--- src/rtl/pf_pkg.sv ---
// Shared types for the sequential line prefetcher.
package pf_pkg;
    // Per-slot flags: request issued, reply outstanding, outstanding reply is stale, data present.
    typedef struct packed {
        logic sent;
        logic busy;
        logic stale;
        logic arrived;
    } pf_slot_t;

    // Lookup controller state.
    typedef enum logic {
        LK_IDLE,
        LK_WAIT
    } pf_lk_t;
endpackage

--- src/rtl/pf_lru.sv ---
// Recency ranking over the runs. Rank 0 is most recent and NUM-1 is the victim.
// Assumes NUM >= 2. Reset ranks equal the run index, so run NUM-1 is replaced first.
module pf_lru #(
    parameter int NUM = 4
) (
    input  logic                   clk,
    input  logic                   rst_n,
    input  logic                   touch_i,
    input  logic [$clog2(NUM)-1:0] touch_idx_i,
    output logic [$clog2(NUM)-1:0] victim_o
);
    localparam int IW = $clog2(NUM);

    logic [IW-1:0] rank [NUM];

    // Move the touched run to rank 0 and age the runs that were more recent than it.
    always_ff @(posedge clk) begin
        if (!rst_n) begin
            for (int i = 0; i < NUM; i++) rank[i] <= IW'(i);
        end else if (touch_i) begin
            for (int i = 0; i < NUM; i++) begin
                if (IW'(i) == touch_idx_i)          rank[i] <= '0;
                else if (rank[i] < rank[touch_idx_i]) rank[i] <= rank[i] + 1'b1;
            end
        end
    end

    // Pick the run holding the oldest rank.
    always_comb begin
        victim_o = '0;
        for (int i = 0; i < NUM; i++)
            if (rank[i] == IW'(NUM - 1)) victim_o = IW'(i);
    end

    // a run just touched is never the next victim.
    p_touched_not_victim_r7: assert property (@(posedge clk) disable iff (!rst_n)
        touch_i |=> victim_o != $past(touch_idx_i));
endmodule

--- src/rtl/pf_stream.sv ---
// One run: a ring of DEPTH slots holding lines base, base+1, ... base+DEPTH-1.
// Slot tags are derived from base and the head pointer, so no per-slot tag is stored.
// A slot with an outstanding reply is never reissued. A flush marks it stale so that its
// reply is dropped. Assumes DEPTH is a power of two and replies come only for busy slots.
module pf_stream
    import pf_pkg::*;
#(
    parameter int DEPTH  = 4,
    parameter int ADDR_W = 16,
    parameter int DATA_W = 32
) (
    input  logic                     clk,
    input  logic                     rst_n,
    input  logic                     flush_i,
    input  logic [ADDR_W-1:0]        flush_addr_i,
    input  logic                     pop_i,
    input  logic                     grant_i,
    input  logic                     rsp_i,
    input  logic [$clog2(DEPTH)-1:0] rsp_slot_i,
    input  logic [DATA_W-1:0]        rsp_data_i,
    output logic                     live_o,
    output logic [ADDR_W-1:0]        head_addr_o,
    output logic                     head_ready_o,
    output logic [DATA_W-1:0]        head_data_o,
    output logic                     want_o,
    output logic [$clog2(DEPTH)-1:0] want_slot_o,
    output logic [ADDR_W-1:0]        want_addr_o
);
    localparam int SW = $clog2(DEPTH);

    logic              live_q, live_d;
    logic [ADDR_W-1:0] base_q, base_d;
    logic [SW-1:0]     head_q, head_d;
    pf_slot_t          flag_q [DEPTH];
    pf_slot_t          flag_d [DEPTH];
    logic [DATA_W-1:0] data_q [DEPTH];
    logic [DATA_W-1:0] data_d [DEPTH];
    logic [SW-1:0]     ring   [DEPTH];

    assign live_o       = live_q;
    assign head_addr_o  = base_q;
    assign head_ready_o = flag_q[head_q].arrived;
    assign head_data_o  = data_q[head_q];

    // Slot index of each ring position, position 0 being the head.
    always_comb begin
        for (int k = 0; k < DEPTH; k++) ring[k] = head_q + SW'(k);
    end

    // Request the free slot closest to the head, so lines go out in address order.
    always_comb begin
        want_o      = 1'b0;
        want_slot_o = '0;
        want_addr_o = '0;
        for (int k = DEPTH - 1; k >= 0; k--) begin
            if (live_q && !flag_q[ring[k]].sent && !flag_q[ring[k]].busy) begin
                want_o      = 1'b1;
                want_slot_o = ring[k];
                want_addr_o = base_q + ADDR_W'(k);
            end
        end
    end

    // Next state: reply, then issue, then flush or pop, in that order of precedence.
    always_comb begin
        live_d = live_q;
        base_d = base_q;
        head_d = head_q;
        flag_d = flag_q;
        data_d = data_q;
        if (rsp_i) begin
            flag_d[rsp_slot_i].busy = 1'b0;
            if (!flag_q[rsp_slot_i].stale) begin
                flag_d[rsp_slot_i].arrived = 1'b1;
                data_d[rsp_slot_i]         = rsp_data_i;
            end
            flag_d[rsp_slot_i].stale = 1'b0;
        end
        if (grant_i) begin
            flag_d[want_slot_o].sent = 1'b1;
            flag_d[want_slot_o].busy = 1'b1;
        end
        if (flush_i) begin
            live_d = 1'b1;
            base_d = flush_addr_i;
            head_d = '0;
            for (int j = 0; j < DEPTH; j++) begin
                flag_d[j].stale   = flag_d[j].busy;
                flag_d[j].sent    = 1'b0;
                flag_d[j].arrived = 1'b0;
            end
        end else if (pop_i) begin
            flag_d[head_q].sent    = 1'b0;
            flag_d[head_q].arrived = 1'b0;
            base_d                 = base_q + 1'b1;
            head_d                 = head_q + 1'b1;
        end
    end

    // Control state register with synchronous reset.
    always_ff @(posedge clk) begin
        if (!rst_n) begin
            live_q <= 1'b0;
            base_q <= '0;
            head_q <= '0;
            for (int j = 0; j < DEPTH; j++) flag_q[j] <= '0;
        end else begin
            live_q <= live_d;
            base_q <= base_d;
            head_q <= head_d;
            flag_q <= flag_d;
        end
    end

    // Line data storage, qualified by the arrived flags.
    always_ff @(posedge clk) begin
        data_q <= data_d;
    end

    // the controller pops only a head whose data is present.
    p_pop_ready_r4: assert property (@(posedge clk) disable iff (!rst_n)
        pop_i |-> head_ready_o);

    // a reply always targets a slot with an outstanding request.
    p_rsp_busy_r5: assert property (@(posedge clk) disable iff (!rst_n)
        rsp_i |-> flag_q[rsp_slot_i].busy);

    // a pop without a flush moves the head address forward by one line.
    p_pop_advance_r3: assert property (@(posedge clk) disable iff (!rst_n)
        (pop_i && !flush_i) |=> head_addr_o == $past(head_addr_o) + 1'b1);
endmodule

--- src/rtl/stream_prefetcher.sv ---
// Multi-stream sequential prefetcher top. It holds NUM_STREAMS runs, compares every run's
// oldest line with each cache miss, pops on a match, and restarts the least recently used
// run when nothing matches. Fetches are arbitrated by fixed priority (lowest run first).
// Assumes the next level answers each accepted request once, with the request identifier.
module stream_prefetcher
    import pf_pkg::*;
#(
    parameter int NUM_STREAMS = 4,
    parameter int DEPTH       = 4,
    parameter int ADDR_W      = 16,
    parameter int DATA_W      = 32
) (
    input  logic                                            clk,
    input  logic                                            rst_n,
    input  logic                                            miss_valid,
    input  logic [ADDR_W-1:0]                               miss_addr,
    output logic                                            miss_ready,
    output logic                                            lk_hit,
    output logic                                            lk_nohit,
    output logic [DATA_W-1:0]                               lk_data,
    output logic                                            req_valid,
    input  logic                                            req_ready,
    output logic [ADDR_W-1:0]                               req_addr,
    output logic [$clog2(NUM_STREAMS)+$clog2(DEPTH)-1:0]    req_id,
    input  logic                                            rsp_valid,
    input  logic [$clog2(NUM_STREAMS)+$clog2(DEPTH)-1:0]    rsp_id,
    input  logic [DATA_W-1:0]                               rsp_data
);
    localparam int SW   = $clog2(NUM_STREAMS);
    localparam int LW   = $clog2(DEPTH);
    localparam int ID_W = SW + LW;

    logic [NUM_STREAMS-1:0] live, head_ready, want, flush, pop, grant, rsp_hit;
    logic [ADDR_W-1:0]      head_addr [NUM_STREAMS];
    logic [DATA_W-1:0]      head_data [NUM_STREAMS];
    logic [LW-1:0]          want_slot [NUM_STREAMS];
    logic [ADDR_W-1:0]      want_addr [NUM_STREAMS];

    pf_lk_t        state_q;
    logic [SW-1:0] wait_idx_q;
    logic [SW-1:0] sel, match_idx, victim;
    logic          match_any, accept;

    assign miss_ready = (state_q == LK_IDLE);
    assign accept     = miss_valid && miss_ready;

    // Fixed-priority pick of the run whose fetch goes out.
    always_comb begin
        sel       = '0;
        req_valid = 1'b0;
        for (int i = NUM_STREAMS - 1; i >= 0; i--) begin
            if (want[i]) begin
                sel       = SW'(i);
                req_valid = 1'b1;
            end
        end
    end

    assign req_addr = want_addr[sel];
    assign req_id   = {sel, want_slot[sel]};

    // Compare the miss address with every live run's oldest line; lowest index wins.
    always_comb begin
        match_any = 1'b0;
        match_idx = '0;
        for (int i = NUM_STREAMS - 1; i >= 0; i--) begin
            if (live[i] && head_addr[i] == miss_addr) begin
                match_any = 1'b1;
                match_idx = SW'(i);
            end
        end
    end

    pf_lru #(.NUM(NUM_STREAMS)) i_lru (
        .clk         (clk),
        .rst_n       (rst_n),
        .touch_i     (accept),
        .touch_idx_i (match_any ? match_idx : victim),
        .victim_o    (victim)
    );

    for (genvar g = 0; g < NUM_STREAMS; g++) begin : g_run
        assign rsp_hit[g] = rsp_valid && (rsp_id[ID_W-1:LW] == SW'(g));
        assign grant[g]   = req_valid && req_ready && (sel == SW'(g));
        assign flush[g]   = accept && !match_any && (victim == SW'(g));
        assign pop[g]     = head_ready[g] &&
                            ((accept && match_any && match_idx == SW'(g)) ||
                             (state_q == LK_WAIT && wait_idx_q == SW'(g)));

        pf_stream #(.DEPTH(DEPTH), .ADDR_W(ADDR_W), .DATA_W(DATA_W)) i_stream (
            .clk          (clk),
            .rst_n        (rst_n),
            .flush_i      (flush[g]),
            .flush_addr_i (miss_addr),
            .pop_i        (pop[g]),
            .grant_i      (grant[g]),
            .rsp_i        (rsp_hit[g]),
            .rsp_slot_i   (rsp_id[LW-1:0]),
            .rsp_data_i   (rsp_data),
            .live_o       (live[g]),
            .head_addr_o  (head_addr[g]),
            .head_ready_o (head_ready[g]),
            .head_data_o  (head_data[g]),
            .want_o       (want[g]),
            .want_slot_o  (want_slot[g]),
            .want_addr_o  (want_addr[g])
        );
    end

    // Lookup controller: answer at once, or wait on a matched head whose data is missing.
    always_ff @(posedge clk) begin
        if (!rst_n) begin
            state_q    <= LK_IDLE;
            wait_idx_q <= '0;
            lk_hit     <= 1'b0;
            lk_nohit   <= 1'b0;
            lk_data    <= '0;
        end else begin
            lk_hit   <= 1'b0;
            lk_nohit <= 1'b0;
            case (state_q)
                LK_IDLE: begin
                    if (accept) begin
                        if (!match_any) begin
                            lk_nohit <= 1'b1;
                        end else if (head_ready[match_idx]) begin
                            lk_hit  <= 1'b1;
                            lk_data <= head_data[match_idx];
                        end else begin
                            state_q    <= LK_WAIT;
                            wait_idx_q <= match_idx;
                        end
                    end
                end
                default: begin
                    if (head_ready[wait_idx_q]) begin
                        lk_hit  <= 1'b1;
                        lk_data <= head_data[wait_idx_q];
                        state_q <= LK_IDLE;
                    end
                end
            endcase
        end
    end

    // the two result pulses never coincide.
    p_single_result_r10: assert property (@(posedge clk) disable iff (!rst_n)
        !(lk_hit && lk_nohit));

    // an accepted lookup is answered next cycle or turns into a stall.
    p_lookup_answered_r10: assert property (@(posedge clk) disable iff (!rst_n)
        (miss_valid && miss_ready) |=> (lk_hit || lk_nohit || !miss_ready));

    // a stall ends only together with a hit.
    p_stall_exit_r4: assert property (@(posedge clk) disable iff (!rst_n)
        !miss_ready |=> (!miss_ready || lk_hit));

    // a no-match result leaves at least one run live that can fetch.
    p_nohit_live_r2: assert property (@(posedge clk) disable iff (!rst_n)
        lk_nohit |-> (live != '0));
endmodule

--- config.mk ---
export PLATFORM = sky130hd
export DESIGN_NAME = stream_prefetcher
export DESIGN_NICKNAME = d
export VERILOG_FILES = /design/src/rtl/pf_pkg.sv /design/src/rtl/pf_lru.sv /design/src/rtl/pf_stream.sv /design/src/rtl/stream_prefetcher.sv
export SDC_FILE = /design/constraint.sdc
export NUM_CORES = 1
export LEC_CHECK = 0
export ABC_AREA = 1
export ABC_CLOCK_PERIOD_IN_PS = 12000
export CORE_MARGIN = 10
export CORE_UTILIZATION = 35
export DETAILED_ROUTE_END_ITERATION = 8
export SLEW_MARGIN = 20
export SYNTH_ARGS = -nofsm -noshare
export SYNTH_HDL_FRONTEND = slang
export SYNTH_SLANG_ARGS = --single-unit
--- constraint.sdc ---
create_clock -name clk -period 12 [get_ports clk]
set_input_delay 2.4 -clock clk [delete_from_list [all_inputs] [get_ports clk]]
set_output_delay 2.4 -clock clk [all_outputs]
set_load 0.03 [all_outputs]
* Yosys cells after proc, flatten, opt, wreduce, memory -nomap -nowiden
Memory sizes are Yosys's and may differ from the RTL's. Cells that the tools add are included.
Word-level totals: output and inout port bits 56, bits in writable memories 8, logic and storage cells 714, flip-flop bits (word level) 689, memories 1
Memories:
- i_lru.rank | depth 4, width 2, rd ports 5, clocked after Yosys merged registers in 0, wr ports 4, RTL line pf_lru.sv:14 | logic [IW-1:0] rank [NUM];
Operators by class: reduce and logical (&&, ||, !) cells 134, bitwise operators 40, magnitude comparators 39, add/subtract/negate cells 28, equal/unequal tests 26, muxes and demuxes 349
Operators with widths (number):
- 16-bit 2-to-1 mux | 46
- 32-bit 2-to-1 mux | 18
- 128-bit bitwise mux | 4
- 16-bit bitwise mux | 28
- 32-bit binary-select mux with 2-bit select | 6
- 4-bit binary-select mux with 2-bit select | 20
- 4-bit 2-to-1 mux | 40
- 4-bit demux with 2-bit select | 19
- 16-bit by 2-bit adder with 16-bit output (second input constant) | 8
- 2-bit 2-to-1 mux | 50
- 1-bit 2-to-1 mux | 96
- 1-bit logical AND | 73
- 3-bit greater-or-equal comparator (second input constant) | 24
- 2-bit NOT with 3-bit output | 24
- 16-bit by 1-bit adder with 16-bit output (second input constant) | 4
- 32-bit demux with 2-bit select | 1
- 16-bit == test | 4
- 3-bit 2-to-1 mux | 17
- 1-bit logical NOT | 33
- 16-bit binary-select mux with 2-bit select | 1
- 3-bit by 1-bit < comparator with 1-bit output (second input constant) | 9
- 2-bit == test (second input constant) | 13
- 2-bit by 1-bit adder with 2-bit output (second input constant) | 8
- 2-bit adder (second input constant) | 8
- 17 further kinds | 62

* Depth between registers and ports, before layout
Gate-level depths: netlist of run 1.
word-level depth 24, depth in mapped cells 22, depth with buffers taken out 20

* Modules after synthesis
A second synthesis of run 1 with hierarchy kept.
Second synthesis, totals: cells, all modules 4689, area total of the unflattened synthesis 38436.9 um^2
By module, submodules not included:
- pf_stream (g_run[0].i_stream ...) | cells each 810, area each 7795.0 um^2, seq. area each 4544.4 um^2, instances 3
- pf_stream (g_run[3].i_stream) | cells each 820, area each 7778.7 um^2, seq. area each 4544.4 um^2, instances 1
- stream_prefetcher | cells each 1348, area each 6573.8 um^2, seq. area each 740.7 um^2, instances 1
- pf_lru | cells each 91, area each 699.4 um^2, seq. area each 240.2 um^2, instances 1

* Worst setup path before layout of run 1
OpenSTA, ideal clock, no wires.
path kind input port to flip-flop, start point input rsp_valid, end point register g_run[0].i_stream.data_q[32] (netlist bit) (enable), arrival 5358 ps, stages 6, slack 6178 ps, required time 11537 ps, buffers on the path 0, library setup time 463 ps, cell sequence inv_1 -> nor3_1 -> inv_1 -> a21oi_1 -> nand3_1 -> nor3_1
Between the ends: cells in the longest elaborated chain, start to end 2
RTL lines:
- start, declared | RTL line stream_prefetcher.sv:25 | input logic rsp_valid,
- 1-bit logical AND | RTL line stream_prefetcher.sv:83 | assign rsp_hit[g] = rsp_valid && (rsp_id[ID_W-1:LW] == SW'(g));
- 2-bit AND reduction (no source line)
- end signal, assigned | RTL line pf_stream.sv:117 | data_q <= data_d;
- end, declared | RTL line pf_stream.sv:36 | logic [DATA_W-1:0] data_q [DEPTH];
No other way between the ends. A chain may end at the register's enable or synchronous reset.

==> results of run 1 <==
final cells by class:
class	count	area, um^2
clock buffer	109	2190
tap	1391	1740
sequential	697	19200
antenna	2	5.00
multi-input combinational	3281	16000
timing repair buffer	163	1500
inverter	328	1240
fill	10548	63300
clock inverter	34	463
metal layers:
metal  GRT usage  vias to the layer above
li1            -                    15519
met1       0.291                    15987
met2       0.346                     1587
met3      0.0507                      361
met4      0.0986                        8
met5           0                        -
metrics by stage:
step,setup WS [ns],instances,area (um^2)
2_1_floorplan,6.18,4541,37400
3_3_place_gp,4.44,5860,39600
3_5_place_dp,4.34,5860,39600
4_1_cts,3.62,6003,42300
5_1_grt,3.10,6003,42300
6_report,3.61,6005,42300
flip-flops by register name, summed over array words and instances (netlist names):
signal and count:
wait_idx_q 2, state_q 1, i_lru.rank 8, g_run.i_stream.data_q 512, g_run.i_stream.flag_q 64, g_run.i_stream.head_q 8, lk_nohit 1, lk_hit 1
g_run.i_stream.live_o 4, g_run.i_stream.head_addr_o 64, lk_data 32
Yosys cell counts, types with 8 or more instances:
cell type | count | area [um^2]
ha_1 | 35 | 438
xnor2_1 | 14 | 123
clkinv_1 | 10 | 37.5
nor2_1 | 604 | 2270
xor2_1 | 115 | 1010
a31oi_1 | 20 | 125
buf_2 | 56 | 280
o21ai_1 | 36 | 180
o21ai_0 | 437 | 2190
clkbuf_1 | 137 | 514
nand2_2 | 13 | 81.3
dfxtp_1 | 177 | 3540
inv_2 | 47 | 176
nor3_1 | 26 | 130
a221oi_1 | 10 | 87.6
a211oi_1 | 17 | 128
nand2_1 | 1150 | 4320
a32oi_1 | 8 | 70.1
o211a_1 | 8 | 80.1
edfxtp_1 | 520 | 15600
nand4_1 | 41 | 257
nand3_1 | 206 | 1030
nand3b_1 | 12 | 90.1
buf_4 | 20 | 150
inv_1 | 269 | 1010
a32o_1 | 38 | 380
buf_1 | 15 | 56.3
a21oi_1 | 285 | 1430
o211ai_1 | 25 | 188
o22ai_1 | 107 | 669
worst max-delay path by stage:
stage / to / startpoint / cells past startpoint
global placement: req_addr[11] / g_run[1].i_stream.head_q[1] / 15
global route: req_addr[11] / g_run[1].i_stream.head_q[1] / 15
detailed placement: req_addr[11] / g_run[1].i_stream.head_q[1] / 15
CTS: req_addr[11] / g_run[1].i_stream.head_q[1] / 15
finish: req_addr[11] / g_run[1].i_stream.head_q[1] / 15
floorplan: g_run[0].i_stream.data_q[32] / rsp_valid / 6
tightest hold or removal path: cells and delay by family, from the launching register on:
kind / cells / cell delay, ns
buffers and inverters: 1 / 0.04
flip-flops: 1 / 0.31
AO/OA/AOI/OAI: 1 / 0.05
logic make-up (layout without fill, tap and decap cells):
group | Yosys count | count (layout) | synth area share
AOI/OAI and AO/OA | 1026 | 1026 | 0.156
xor gates and xnor gates | 129 | 129 | 0.0302
adders and majority gates | 35 | 35 | 0.0117
buffers and inverters | 563 | 634 | 0.0613
DFF | 697 | 697 | 0.513
muxes | 4 | 4 | 0.00107
other | 0 | 2 | 0
and+or+nand+nor | 2087 | 2087 | 0.227
power by group through the flow:
stage	clock network, mW	registers (mW)	logic, mW
after floorplan	0	2.71	0.450
after global routing	2.61	2.69	0.822
final	2.47	2.69	0.769
after CTS	2.51	2.68	0.746
after global placement	0	2.74	0.741
after detailed placement	0	2.74	0.743
==> results.py, run 1 <==
metrics = {
    "outcome": {
        "outcome": "complete, no violations",
    },
    "synth": {
        "synth_top_flop_cell": "edfxtp_1",
        "mappedNetlistNets": 4633,
        "synthesis.area_per_instance_um2": 8.23,
        "number_of_enable_type_register_cells_in_the_synthesized_netlist": 520,
        "yosysUniqueCellTypes": 59,
        "mappedNetlistArea_um2": 37400,
        "ff_latch_count_synth": 697,
        "synth.yosys.seq_area_share": 0.513,
        "ys_warn_count": 0,
        "synth_async_sr_flop_share": 0,
        "syn-instance-count": 4541,
    },
    "clocking": {
        "clock-sinks": 697,
        "clk_pin_slew_ns": 0.06,
        "insertion_delay_ns": 0.67,
        "post_cts.repair.setup_buffers": 0,
        "numCtsBuffers": 78,
        "htree_num_levels": 3,
        "number_of_buffers_on_the_longest_clock_path": 3,
        "cts_resized": 0,
        "ctsRootBufferMaster": "clkbuf_16",
        "post_cts_hold_buffer_count": 0,
        "cts_tree": "yes",
    },
    "grt": {
        "grt_first_pass_wirelength_mm": 204,
        "grt_pass1_vias": 31352,
        "grt_max_degree": 82,
        "antenna_found_initial": 5,
        "grt_overflow": 0,
        "globalRouteTotalUtil": 0.221,
    },
    "setup_path": {
        "critical_path.max_fanout": 45,
        "worst_r2r_startpoint": "g_run[1].i_stream.head_q[1]",
        "timing.critical_path.required_ns": 9.60,
        "reg2reg_setup_slack_ns": 7.06,
        "criticalPathCategory": "reg2out",
        "crit_buf_inv": 5,
        "cpLargestDelayFamily": "buffers and inverters",
        "endpoint_kind": "output pin",
        "cp_cell_sequence": "inv_2 > ha_1 > o21ai_0 > nor2_2 > buf_4 > inv_1 > nand4_1 > nor2_2 > nand2_1 > inv_2 > o21ai_0 > a21oi_1 > nor2_1 > nand3_1 > clkdlybuf4s50_1",
        "rr_endpoint": "g_run[2].i_stream.flag_q[15]",
        "cp_slowest_stage_delay_ns": 0.81,
        "worstPathArrival_ns": 5.99,
        "max_stage_delay_cell_worst_path": "dfxtp_2",
        "ff2ff_path_depth": 14,
        "critPathLaunchType": "flip-flop",
    },
    "pwr": {
        "post-layout-total-power_mw": 5.93,
        "static-leakage-power_nw": 16.0,
        "worst_voltage_drop_across_the_vdd_grid_mv": 0.111,
        "switchingPower_mw": 1.63,
        "power.density_cell_area_nw_per_um2": 140,
        "p_sw_frac": 0.276,
        "logic_pwr_share": 0.130,
        "pwr-share-clk": 0.417,
        "share_seq_of_total_power": 0.453,
        "p_int_mw": 4.29,
    },
    "cells_and_area": {
        "area_delta_synth_final_pct": 13.2,
        "layout_commonest_cell": "nand2_1",
        "nNetsFinal": 4641,
        "final_core_util": 0.401,
        "layout.cells.most_common_list": "nand2_1 (1150), nor2_1 (593), edfxtp_1 (520), o21ai_0 (437), a21oi_1 (285)",
        "layout-drive-gt1-share": 0.0611,
    },
    "detailed_routing": {
        "drt_iter0_drc": 3823,
        "ant_nets": 0,
        "detailroute.wirelength.met2_mm": 61.5,
        "vias": 33462,
        "first_pass_iters": 6,
        "highest-signal-layer": "met5",
        "totalWireLength_mm": 139,
        "met3_wirelength_mm": 13.3,
        "average_via_count_per_standard_cell": 5.57,
        "m1WireLength_mm": 57.4,
        "drc": 0,
        "detail_route.wl_per_cell_um": 23.1,
    },
    "sta": {
        "setup_total_negative_slack_ns": 0,
        "fin_crit_ns": 8.39,
        "relSlewSlack": 0.283,
        "slew_violations": 0,
        "number_of_hold_violations_in_the_final_report": 0,
        "max_slew.worst_pin.slew_ns": 1.08,
        "max_clock_freq_mhz": 119,
        "timing.final.setup_violations": 0,
        "hold_ws_ns": 0.447,
        "fin_skew_ns": 0.0292,
        "period_share": 0.699,
        "unrepaired_setup_endpoints_after_global_routing": "false",
    },
    "floorplanning": {
        "floorplan.die.height_um": 347,
        "fp.dieW_um": 347,
        "core.rowCount": 119,
        "die-area_um2": 120000,
        "initial_utilization": 0.354,
        "pin_count": 113,
        "core-area_um2": 106000,
    },
    "flow_run": {
        "max_cap_violations": 0,
    },
    "hold_path": {
        "hold_crit_path_type": "reg2reg",
        "min_from": "g_run[2].i_stream.flag_q[0]",
        "min_delay_path_depth": 2,
        "hold_end": "g_run[2].i_stream.flag_q[0]",
    },
    "place": {
        "port_buffers": 112,
        "place.detailed.hpwl_mm": 92.9,
        "place.gp.congestion": 1.03,
    },
}
Note: power is estimated with default switching activity, not from simulation.
==> inputs of run 2 (changes only) <==
ABC_CLOCK_PERIOD_IN_PS = 7730   (was 12000)
clock period = 7.73 ns   (was 12 ns; I/O delays follow)
==> run 2 against run 1 <==
Wire length increased by 0.70%; non-clock buffer count up 12; critical path depth fell by 2; register-to-register slack lost 3.9 ns; total power rose by 55%; final area increased by 0.11%; critical endpoint is now req_id[1]; largest cell class unchanged.
==> results.py, run 2 (synthesis results as in run 1) <==
metrics = {
    "clocking": {
        "cts_tree": "yes",
        "number_of_buffers_on_the_longest_clock_path": 3,
        "post_cts_hold_buffer_count": 0,
        "numCtsBuffers": 76,
        "insertion_delay_ns": 0.66,
        "post_cts.repair.setup_buffers": 0,
        "ctsRootBufferMaster": "clkbuf_16",
        "htree_num_levels": 3,
        "cts_resized": 0,
        "clock-sinks": 697,
        "clk_pin_slew_ns": 0.06,
    },
    "floorplanning": {
        "core.rowCount": 119,
        "core-area_um2": 106000,
        "pin_count": 113,
        "fp.dieW_um": 347,
        "initial_utilization": 0.354,
        "die-area_um2": 120000,
        "floorplan.die.height_um": 347,
    },
    "pwr": {
        "power.density_cell_area_nw_per_um2": 217,
        "worst_voltage_drop_across_the_vdd_grid_mv": 0.143,
        "static-leakage-power_nw": 16.1,
    },
    "cells_and_area": {
        "layout_commonest_cell": "nand2_1",
        "nNetsFinal": 4651,
        "max_flop_register": "g_run.i_stream.data_q",
        "final_core_util": 0.401,
        "area_delta_synth_final_pct": 13.4,
        "layout-drive-gt1-share": 0.0651,
        "number_of_flip_flops_in_the_largest_register": 512,
        "layout.cells.most_common_list": "nand2_1 (1150), nor2_1 (592), edfxtp_1 (520), o21ai_0 (437), a21oi_1 (285)",
    },
    "place": {
        "place.detailed.hpwl_mm": 93.7,
        "place.gp.congestion": 1.01,
        "port_buffers": 112,
        "dp_worst_setup_slack_ns": 1.75,
    },
    "sta": {
        "setup_ws_ns": 0.959,
        "timing.final.setup_violations": 0,
        "hold_ws_ns": 0.449,
        "relSlewSlack": 0.271,
        "period_share": 0.876,
        "setup_total_negative_slack_ns": 0,
        "slew_violations": 0,
        "fin_skew_ns": 0.0479,
        "max_clock_freq_mhz": 148,
        "max_slew.worst_pin.slew_ns": 1.09,
        "number_of_hold_violations_in_the_final_report": 0,
        "fin_crit_ns": 6.77,
        "unrepaired_setup_endpoints_after_global_routing": "false",
    },
    "setup_path": {
        "worstPathArrival_ns": 5.23,
        "critPathLaunchType": "flip-flop",
        "criticalPathCategory": "reg2out",
        "timing.critical_path.required_ns": 6.18,
        "critical_path.max_fanout": 39,
        "endpoint_kind": "output pin",
    },
    "grt": {
        "grt_first_pass_wirelength_mm": 205,
        "grt_pass1_vias": 31348,
        "antenna_found_initial": 5,
        "grt_overflow": 0,
        "globalRouteTotalUtil": 0.222,
        "grt_max_degree": 73,
    },
    "detailed_routing": {
        "ant_nets": 0,
        "vias": 33580,
        "detail_route.wl_per_cell_um": 23.2,
        "first_pass_iters": 7,
        "average_via_count_per_standard_cell": 5.58,
        "totalWireLength_mm": 140,
        "drt_iter0_drc": 3677,
        "drc": 0,
    },
    "hold_path": {
        "hold_crit_path_type": "reg2reg",
    },
    "outcome": {
        "outcome": "complete, no violations",
    },
    "flow_run": {
        "max_cap_violations": 0,
    },
}
run 2: cell types whose count changed in the layout (fill, tap and decap cells not counted), sizes merged:
cell / previous run / this run
clkinvlp: 3 / 0
diode: 2 / 1
clkinv: 28 / 35
buf: 52 / 64
inv: 324 / 321
clkbuf: 109 / 105
run 2: path summary, 6_finish.rpt:
kind	from	to	slack [ns]	cells past startpoint
setup reg to reg	g_run[2].i_stream.head_addr_o[0]	lk_data[7]	3.20	18
hold reg to reg	g_run[2].i_stream.flag_q[0]	g_run[2].i_stream.flag_q[0]	0.45	2
setup / recovery	g_run[0].i_stream.head_q[0]	req_id[1]	0.96	13
hold / removal	g_run[2].i_stream.flag_q[0]	g_run[2].i_stream.flag_q[0]	0.45	2
run 2: where the power goes:
part	internal [mW]	total [mW]	switching, mW
Combinational	0.328	1.21	0.879
Clock	2.21	3.82	1.61
Sequential	4.10	4.17	0.0712
run 2: area by class of cell:
class	instances	area, um^2
clock buffers	105	2150
multi-input cells	3281	16000
clock inverters	35	459
inverters	328	1240
flip-flops and latches	697	19200
diodes	1	2.50
fillers	10617	63200
well taps	1391	1740
repair buffers	175	1590
run 2: layer usage:
metal / routed length, um / vias up / share of wire / global-route usage
met4: 6010 / 10 / 0.043 / 0.0908
li1: - / 15527 / - / -
met2: 63300 / 1645 / 0.45 / 0.357
met1: 58400 / 16059 / 0.42 / 0.294
met5: 68 / - / 0.00049 / 0
met3: 11900 / 339 / 0.085 / 0.0369
run 2: per-stage QoR:
step / power, mW / instances / area, um^2
after floorplan: 4.90 / 4541 / 37400
after global placement: 5.42 / 5872 / 39700
after detailed placement: 5.42 / 5872 / 39700
after CTS: 9.20 / 6012 / 42300
after global routing: 9.46 / 6012 / 42400
final: 9.19 / 6013 / 42400
run 2: worst max-delay path: stages (launching register included):
cell and delay [ns]:
dfxtp_4 0.63, inv_2 0.15, ha_1 0.38, o21ai_0 0.25
nor2_1 0.07, buf_4 0.20, inv_2 0.27, nand2_1 0.13
inv_1 0.07, nand3_1 0.20, nor2_2 0.30, nand2_1 0.36
o221ai_1 0.74, clkdlybuf4s50_1 0.82
